<file path="src/rtl/dr_rx_pkg.sv">
// Package: shared code values for the dual-rail receiver.
// The two-bit code of a pair is {rail_one, rail_zero}.
package dr_rx_pkg;

    typedef enum logic [1:0] {
        DR_SPACER = 2'b00,
        DR_ZERO   = 2'b01,
        DR_ONE    = 2'b10,
        DR_CLASH  = 2'b11
    } dr_code_e;

    // Pack the two wires of one bit into a code value.
    function automatic dr_code_e dr_pack(input logic one_w, input logic zero_w);
        return dr_code_e'({one_w, zero_w});
    endfunction

endpackage

</file>
<file path="src/rtl/dr_rail_decode.sv">
// Module: dr_rail_decode
// Decodes one wire pair into a code, a validity flag, an illegal flag and
// the bit value. Purely combinational. Assumes a monotonic sender, so no
// filtering is done here.
module dr_rail_decode
    import dr_rx_pkg::*;
(
    input  logic       one_w,
    input  logic       zero_w,
    output logic [1:0] code,
    output logic       is_valid,
    output logic       is_clash,
    output logic       value
);

    dr_code_e kind;

    // Classify the pair and derive the flags from its code.
    always_comb begin
        kind     = dr_pack(one_w, zero_w);
        code     = kind;
        is_valid = (kind == DR_ZERO) || (kind == DR_ONE);
        is_clash = (kind == DR_CLASH);
        value    = (kind == DR_ONE);
    end

endmodule

</file>
<file path="src/rtl/dr_hold_gate.sv">
// Module: dr_hold_gate
// Clocked hold-state gate. The output is set when every input is 1,
// cleared when every input is 0, and kept otherwise. Assumes its inputs
// are stable around the clock edge.
module dr_hold_gate #(
    parameter int N = 3
) (
    input  logic         clk,
    input  logic         rst_n,
    input  logic [N-1:0] in_vec,
    output logic         q
);

    // Update the held state from the agreement of all inputs.
    always_ff @(posedge clk) begin
        if (!rst_n)          q <= 1'b0;
        else if (&in_vec)    q <= 1'b1;
        else if (!(|in_vec)) q <= 1'b0;
    end

    AST_HOLD_RISE: assert property (@(posedge clk) disable iff (!rst_n)
        $rose(q) |-> $past(&in_vec));

    AST_HOLD_FALL: assert property (@(posedge clk) disable iff (!rst_n)
        $fell(q) |-> $past(in_vec == '0));

endmodule

</file>
<file path="src/rtl/dr_completion_tree.sv">
// Module: dr_completion_tree
// Two-level completion tree made of hold-state gates. Leaf gates each take
// FANIN bit flags. A short last group repeats its first flag into the
// spare inputs. A root gate merges the leaves. Besides the root output,
// the module gives the root's value for the next edge, so that the parent
// can act in the same cycle the root changes.
module dr_completion_tree #(
    parameter int WIDTH = 8,
    parameter int FANIN = 3
) (
    input  logic             clk,
    input  logic             rst_n,
    input  logic [WIDTH-1:0] bit_ok,
    output logic             complete,
    output logic             complete_nxt
);

    localparam int NGRP = (WIDTH + FANIN - 1) / FANIN;

    logic [NGRP-1:0][FANIN-1:0] leaf_in;
    logic [NGRP-1:0]            leaf_q;

    for (genvar g = 0; g < NGRP; g++) begin : g_leaf
        for (genvar k = 0; k < FANIN; k++) begin : g_in
            localparam int IDX = g * FANIN + k;
            if (IDX < WIDTH) begin : g_real
                assign leaf_in[g][k] = bit_ok[IDX];
            end else begin : g_pad
                assign leaf_in[g][k] = bit_ok[g * FANIN];
            end
        end
        dr_hold_gate #(.N(FANIN)) u_leaf (
            .clk    (clk),
            .rst_n  (rst_n),
            .in_vec (leaf_in[g]),
            .q      (leaf_q[g])
        );
    end

    dr_hold_gate #(.N(NGRP)) u_root (
        .clk    (clk),
        .rst_n  (rst_n),
        .in_vec (leaf_q),
        .q      (complete)
    );

    // Root state after the coming edge: full agreement, or hold if any leaf is high.
    assign complete_nxt = (&leaf_q) | (complete & (|leaf_q));

endmodule

</file>
<file path="src/rtl/dr_word_rx.sv">
// Module: dr_word_rx
// Receives a WIDTH-bit word over dual-rail pairs and acknowledges it
// through a hold-state completion tree. On the edge where the acknowledge
// rises, it latches the decoded word and emits a one-cycle done pulse.
// A sticky error records illegal pairs, and pairs that take a new data
// code while the acknowledge is high. Assumes rails change only just after
// a clock edge, as modelled by the sending environment.
module dr_word_rx
    import dr_rx_pkg::*;
#(
    parameter int WIDTH = 8,
    parameter int FANIN = 3
) (
    input  logic             clk,
    input  logic             rst_n,
    input  logic [WIDTH-1:0] rail_one,
    input  logic [WIDTH-1:0] rail_zero,
    output logic             ack,
    output logic             done,
    output logic [WIDTH-1:0] word_out,
    output logic             proto_err
);

    logic [WIDTH-1:0][1:0] code_now;
    logic [WIDTH-1:0][1:0] code_prev;
    logic [WIDTH-1:0]      bit_ok;
    logic [WIDTH-1:0]      bit_clash;
    logic [WIDTH-1:0]      bit_val;
    logic [WIDTH-1:0]      bit_bad;
    logic                  ack_nxt;
    logic                  accept;

    for (genvar i = 0; i < WIDTH; i++) begin : g_bit
        dr_rail_decode u_dec (
            .one_w    (rail_one[i]),
            .zero_w   (rail_zero[i]),
            .code     (code_now[i]),
            .is_valid (bit_ok[i]),
            .is_clash (bit_clash[i]),
            .value    (bit_val[i])
        );
        // Flag a bit that takes a fresh data code while acknowledged.
        assign bit_bad[i] = ack && (code_now[i] != code_prev[i])
                                && (code_now[i] != DR_SPACER);
    end

    dr_completion_tree #(.WIDTH(WIDTH), .FANIN(FANIN)) u_tree (
        .clk          (clk),
        .rst_n        (rst_n),
        .bit_ok       (bit_ok),
        .complete     (ack),
        .complete_nxt (ack_nxt)
    );

    assign accept = ack_nxt & ~ack;

    // Remember each pair's code from the last edge for breach detection.
    always_ff @(posedge clk) begin
        if (!rst_n) code_prev <= '0;
        else        code_prev <= code_now;
    end

    // Latch the word and pulse done on the edge the acknowledge rises.
    always_ff @(posedge clk) begin
        if (!rst_n) begin
            done     <= 1'b0;
            word_out <= '0;
        end else begin
            done <= accept;
            if (accept) word_out <= bit_val;
        end
    end

    // Accumulate illegal codes and protocol breaches into the sticky flag.
    always_ff @(posedge clk) begin
        if (!rst_n) proto_err <= 1'b0;
        else        proto_err <= proto_err | (|bit_clash) | (|bit_bad);
    end

    AST_DONE_ON_RISE: assert property (@(posedge clk) disable iff (!rst_n)
        done |-> (ack && !$past(ack)));

    AST_WORD_ONLY_ON_DONE: assert property (@(posedge clk) disable iff (!rst_n)
        !done |-> $stable(word_out));

    AST_CLASH_FLAGS: assert property (@(posedge clk) disable iff (!rst_n)
        (|bit_clash) |=> proto_err);

    AST_ERR_STICKY: assert property (@(posedge clk) disable iff (!rst_n)
        proto_err |=> proto_err);

endmodule

</file>
<file path="config.mk">
export PLATFORM = sky130hd
export DESIGN_NAME = dr_word_rx
export DESIGN_NICKNAME = d
export VERILOG_FILES = /design/src/rtl/dr_rx_pkg.sv /design/src/rtl/dr_rail_decode.sv /design/src/rtl/dr_hold_gate.sv /design/src/rtl/dr_completion_tree.sv /design/src/rtl/dr_word_rx.sv
export SDC_FILE = /design/constraint.sdc
export NUM_CORES = 1
export LEC_CHECK = 0
export BUFFER_PORTS_ARGS = -buffer_cell sky130_fd_sc_hd__buf_4
export CAP_MARGIN = 20
export CORE_MARGIN = 5
export CORE_UTILIZATION = 30
export DETAILED_ROUTE_END_ITERATION = 10
export PLACE_DENSITY = 0.51
export SLEW_MARGIN = 30
export SYNTH_ARGS = -nofsm -noshare
export SYNTH_HDL_FRONTEND = slang
export SYNTH_HIERARCHICAL = 1
export SYNTH_SLANG_ARGS = --single-unit
export TNS_END_PERCENT = 1
</file>
<file path="constraint.sdc">
create_clock -name clk -period 2 [get_ports clk]
set_input_delay 0.3 -clock clk [delete_from_list [all_inputs] [get_ports clk]]
set_output_delay 0.3 -clock clk [all_outputs]
set_load 0.01 [all_outputs]
</file>
## Word level (Yosys, flattened, before mapping)

Index checks and enable logic that the tools add are counted.
Widths: inputs -> output; s select.

| storage, ports and cells | value |
|---|---|
| input port bits | 18 |
| register bits after elaboration | 30 |

| operators by class | value |
|---|---|
| reduce and logical (&&, ||, !) cells | 42 |
| bitwise operators | 6 |
| multiplexer cells | 8 |
| eq/ne operators | 36 |

Operators with widths:

| cell | count |
|---|---|
| $eq 2x2->1 const B | 16 |
| $eq 2x1->1 const B | 8 |
| $logic_and 1x1->1 | 16 |
| $ne 2x2->1 | 8 |
| $reduce_bool 2->1 | 8 |
| $reduce_or 8->1 | 2 |
| $reduce_and 3->1 | 3 |
| $reduce_or 3->1 | 3 |
| $logic_or 1x1->1 | 8 |
| $mux 1 | 8 |
| $ne 2x2->1 const B | 3 |
| $or 1x1->1 | 3 |
| $and 1x1->1 | 2 |
| $ne 2x1->1 const B | 1 |
| $reduce_and 2->1 | 1 |
| $reduce_or 2->1 | 1 |
| $not 1->1 | 1 |

## Longest topological paths before layout

| depth | value |
|---|---|
| depth after elaboration | 5 |
| mapped depth | 6 |
| gate-level depth less buffers | 5 |

## Modules after synthesis

Netlist, hierarchy kept.

By module, submodules not included:

| module | cells each | instances | area each (µm²) | seq. area each (µm²) |
|---|---|---|---|---|
| dr_word_rx | 119 | 1 | 1,037.2 | 520.5 |
| dr_rail_decode | 6 | 8 | 47.5 | 0.0 |
| dr_hold_gate | 5 | 4 | 41.3 | 20.0 |
| dr_completion_tree | 4 | 1 | 18.8 | 0.0 |

## Worst setup path after synthesis

OpenSTA, ideal clock, no wires.

| timing | value |
|---|---|
| kind | input to register |
| start point | input rail_one[4] |
| end point | register proto_err |
| setup slack | 0.665 ns |
| setup time | 0.119 ns |
| data arrival time | 1.217 ns |
| stages on the path | 5 |
| data required time | 1.881 ns |
| buffers on the path | 0 |
| cell sequence | ha_1 > nor4_1 > nand3_1 > nand4b_1 > o221a_1 |

| on the way | value |
|---|---|
| word-level cells in the longest chain between the ends | 5 |

Ends and longest elaborated chain:

| item | RTL line | RTL |
|---|---|---|
| from (decl) | dr_word_rx.sv:16 | `input logic [WIDTH-1:0] rail_one,` |
| $ne 2x2->1 | dr_word_rx.sv:43 | `assign bit_bad[i] = ack && (code_now[i] != code_prev[i])` |
| $logic_and 1x1->1 | dr_word_rx.sv:43 |  |
| $logic_and 1x1->1 | dr_word_rx.sv:44 | `&& (code_now[i] != DR_SPACER);` |
| $reduce_or 8->1 | dr_word_rx.sv:77 | `else proto_err <= proto_err \| (\|bit_clash) \| (\|bit_bad);` |
| $or 1x1->1 * | dr_word_rx.sv:77 |  |
| to (signal assigned) | dr_word_rx.sv:77 |  |
| to (decl) | dr_word_rx.sv:21 | `output logic proto_err` |

Every way passes the cells marked *; elsewhere a longest branch is shown, timed or not.
A chain may end at the register's enable or synchronous reset.

## Worst setup path after layout

| timing | value |
|---|---|
| start point | register u_tree.u_root.q |
| end point | register word_out[5] |

| on the way | value |
|---|---|
| word-level cells in the longest chain between the ends | 3 |

Ends and longest elaborated chain:

| item | RTL line | RTL |
|---|---|---|
| from (decl) | dr_hold_gate.sv:11 | `output logic q` |
| from (signal assigned) | dr_hold_gate.sv:16 | `if (!rst_n) q <= 1'b0;` |
| from (signal assigned) | dr_hold_gate.sv:17 | `else if (&in_vec) q <= 1'b1;` |
| from (signal assigned) | dr_hold_gate.sv:18 | `else if (!(\|in_vec)) q <= 1'b0;` |
| $and 1x1->1 | dr_completion_tree.sv:48 | `assign complete_nxt = (&leaf_q) \| (complete & (\|leaf_q));` |
| $or 1x1->1 | dr_completion_tree.sv:48 |  |
| named net ack_nxt | dr_word_rx.sv:30 | `logic ack_nxt;` |
| $and 1x1->1 | dr_word_rx.sv:55 | `assign accept = ack_nxt & ~ack;` |
| to (signal assigned) | dr_word_rx.sv:70 | `if (accept) word_out <= bit_val;` |
| to (decl) | dr_word_rx.sv:20 | `output logic [WIDTH-1:0] word_out,` |

The timed path passes the listed nets, and every way through them passes these cells.

==> flow_metrics.py <==
metrics = {
    "place": {
        "gp_congestion": 0.681,
        "io_buffers": 28,
        "placed_cells": 270,
        "hpwlAfterDp_um": 2330,
    },
    "global_routing": {
        "grt.overflow.total": 0,
        "grt_max_degree": 35,
        "grt_pass1_wl_um": 5020,
        "first_global_vias": 1152,
        "track_usage_pct": 9.03,
        "antenna_found_initial": 0,
    },
    "yosys": {
        "netlist.area_leader.share_pct": 37.5,
        "syn-num-nets": 225,
        "synth_area_leaders": "dfxtp_1 38%, ha_1 13%, buf_4 7.5%",
        "ys_types": 25,
        "synth_top_flop_cell": "dfxtp_1",
        "synthArstFlopShare_pct": 0,
        "ys_ff_latch": 30,
        "avgSynthCellArea_um2": 8.39,
        "yosys_warnings": 6,
        "synth-edff-count": 0,
        "syn_area_mm2": 0.00160,
        "synth_seq_area_share_pct": 37.5,
        "yosysTopAreaCell": "dfxtp_1",
        "synth_cells": 191,
    },
    "cells_and_area": {
        "layout-drive-gt1-share_pct": 18.3,
        "antennaDiodeCount": 0,
        "nNetsFinal": 241,
        "stdcell_count": 278,
        "areaGrowthSynthToFinish_pct": 16.3,
        "fillerInstances": 592,
    },
    "sta": {
        "rsz0062_at_grt": "no",
        "period_minus_slack_ps": 1450,
        "setup_violations": 0,
        "maxSlewHeadroom_pct": 76.4,
        "period_share_pct": 72.4,
        "fmax_mhz": 691,
        "worstMarginPinSlew_ps": 351,
        "tns_ps": 0,
        "skew_ps": 6.04,
        "hold_viol": 0,
        "slew_violations": 0,
    },
    "job": {
        "drv_cap": 0,
    },
    "power_and_ir_drop": {
        "power_density_mw_per_mm2": 694,
        "p_leak_nw": 0.834,
        "peakVddDrop_mv": 0.388,
    },
    "drt": {
        "antenna_left": 0,
        "wl_per_cell_um": 11.1,
        "routed_via_density": 4.32,
        "drt-initial-drc-count": 17,
        "wl_met1_um": 1500,
        "vias": 1201,
        "drc": 0,
        "top_layer": "met4",
        "first_pass_iters": 4,
        "wl_met3_um": 187,
        "dr_wl_met2_um": 1320,
        "wirelength_um": 3080,
    },
    "min_path": {
        "hold_class": "input pin to flip-flop",
    },
    "die": {
        "die_y_um": 83.1,
        "ios": 29,
        "start_util_pct": 31.2,
        "core_area_mm2": 0.00514,
        "placement_rows": 26,
        "die_area_mm2": 0.00690,
        "die_width_um": 83.1,
    },
    "clock_tree": {
        "cts.path.max_buffers": 2,
        "clkTransAtPathRegs_ps": 70,
        "htreeDepth": 2,
        "worstSkewPairLatency_ps": 280,
        "cts-root-buf": "clkbuf_8",
        "cts.sinks": 30,
        "cts_tree": "done",
        "cts_made_buffers": 5,
        "cts_resized": 0,
        "ctsHoldBuffers": 0,
        "post_cts_buffers": 0,
    },
    "outcome": {
        "run_status": "completed",
    },
    "critical_path": {
        "critPathMaxFanout": 8,
        "critical_path_class": "flip-flop to flip-flop",
        "cp-end-kind": "flip-flop",
        "cp_data_required_time_ps": 2200,
        "start_kind": "flip-flop",
        "arrival_ps": 1650,
    },
}
-- worst max-delay path, cell delays in order, from the launching register on --
cell      delay [ps]
dfxtp_1          450
a21oi_1           70
o21ai_1          150
nor2b_1          310
buf_4            200
nand2_1           50
a21boi_0         140
-- flip-flops by register name, indices dropped and copies added, names as in the netlist --
name,flops
u_tree/g_leaf.u_leaf/q,3
done,1
proto_err,1
code_prev,16
word_out,8
u_tree/u_root/q,1
-- layout by cell type (no fill, tap or decap), types with 3 or more instances in the layout --
cell | netlist | routed
ha_1 | 16 | 16
clkbuf_8 | 0 | 6
o21ai_1 | 7 | 7
o211ai_1 | 4 | 4
and2_1 | 16 | 16
dfxtp_1 | 30 | 30
a21boi_1 | 3 | 3
buf_4 | 16 | 29
inv_1 | 30 | 30
o21ai_0 | 12 | 12
a22oi_1 | 6 | 6
nand2b_1 | 4 | 4
nand2_1 | 20 | 20
a21boi_0 | 8 | 8
a21oi_1 | 5 | 5
-- cell families after synthesis --
logic type               synth area share, %
buffers and inverters                   15.5
AND/OR/NAND/NOR                         15.5
flip-flops                              37.5
adder cells (fa/ha/maj)                 12.5
AO/OA/AOI/OAI                           19.0
-- metrics by stage --
stage	total power, mW	hold WS, ps	worst slack (ps)	area [um^2]	util [%]
after floorplan	0.763	439	665	1600	-
after global placement	0.810	456	380	1770	34.5
after detailed placement	0.810	461	332	1770	34.5
after CTS	1.32	253	532	1860	36.2
after global routing	1.37	264	366	1860	36.2
final	1.29	259	552	1860	36.2
-- cell type report --
class	count	area [um^2]	share of cell area, %
Inverter	30	113	6.04
Tap cell	70	87.6	4.70
Timing Repair Buffer	29	218	11.7
Multi-Input combinational cell	111	753	40.4
Sequential cell	30	601	32.2
Clock inverter	1	5.00	0.269
Clock buffer	7	86.3	4.63
-- layer usage --
| metal | track usage [%] | vias up |
|---|---|---|
| met5 | 0 | - |
| met4 | 4.46 | 0 |
| met1 | 11.2 | 530 |
| met2 | 13.8 | 26 |
| li1 | - | 637 |
| met3 | 3.27 | 8 |
-- report_power, final --
part / switching (mW) / leakage, nW / internal, mW / total, mW
Sequential: 0.0184 / 0.247 / 0.624 / 0.643
Clock: 0.223 / 0.0482 / 0.277 / 0.500
Combinational: 0.0773 / 0.539 / 0.0731 / 0.150
Total: 0.318 / 0.834 / 0.975 / 1.29
-- path summary, 6_finish.rpt --
| path | end | slack, ps | startpoint | cells after the start |
|---|---|---|---|---|
| worst max register to register | word_out[5] | 550 | u_tree/u_root/q | 6 |
| worst min register to register | word_out[7] | 460 | word_out[7] | 2 |
| worst min-delay path | code_prev[0] | 260 | rail_zero[0] | 2 |
| worst max-delay path | word_out[5] | 550 | u_tree/u_root/q | 6 |
-- cells in the mapped netlist (all sizes together), types with 4 or more instances --
cell type / instances
and2: 17
a21oi: 5
a22oi: 6
nand2: 20
nand2b: 4
dfxtp: 30
o211ai: 4
a21boi: 11
inv: 30
ha: 16
clkbuf: 4
buf: 16
o21ai: 19
(Power assumes the default switching activity.)
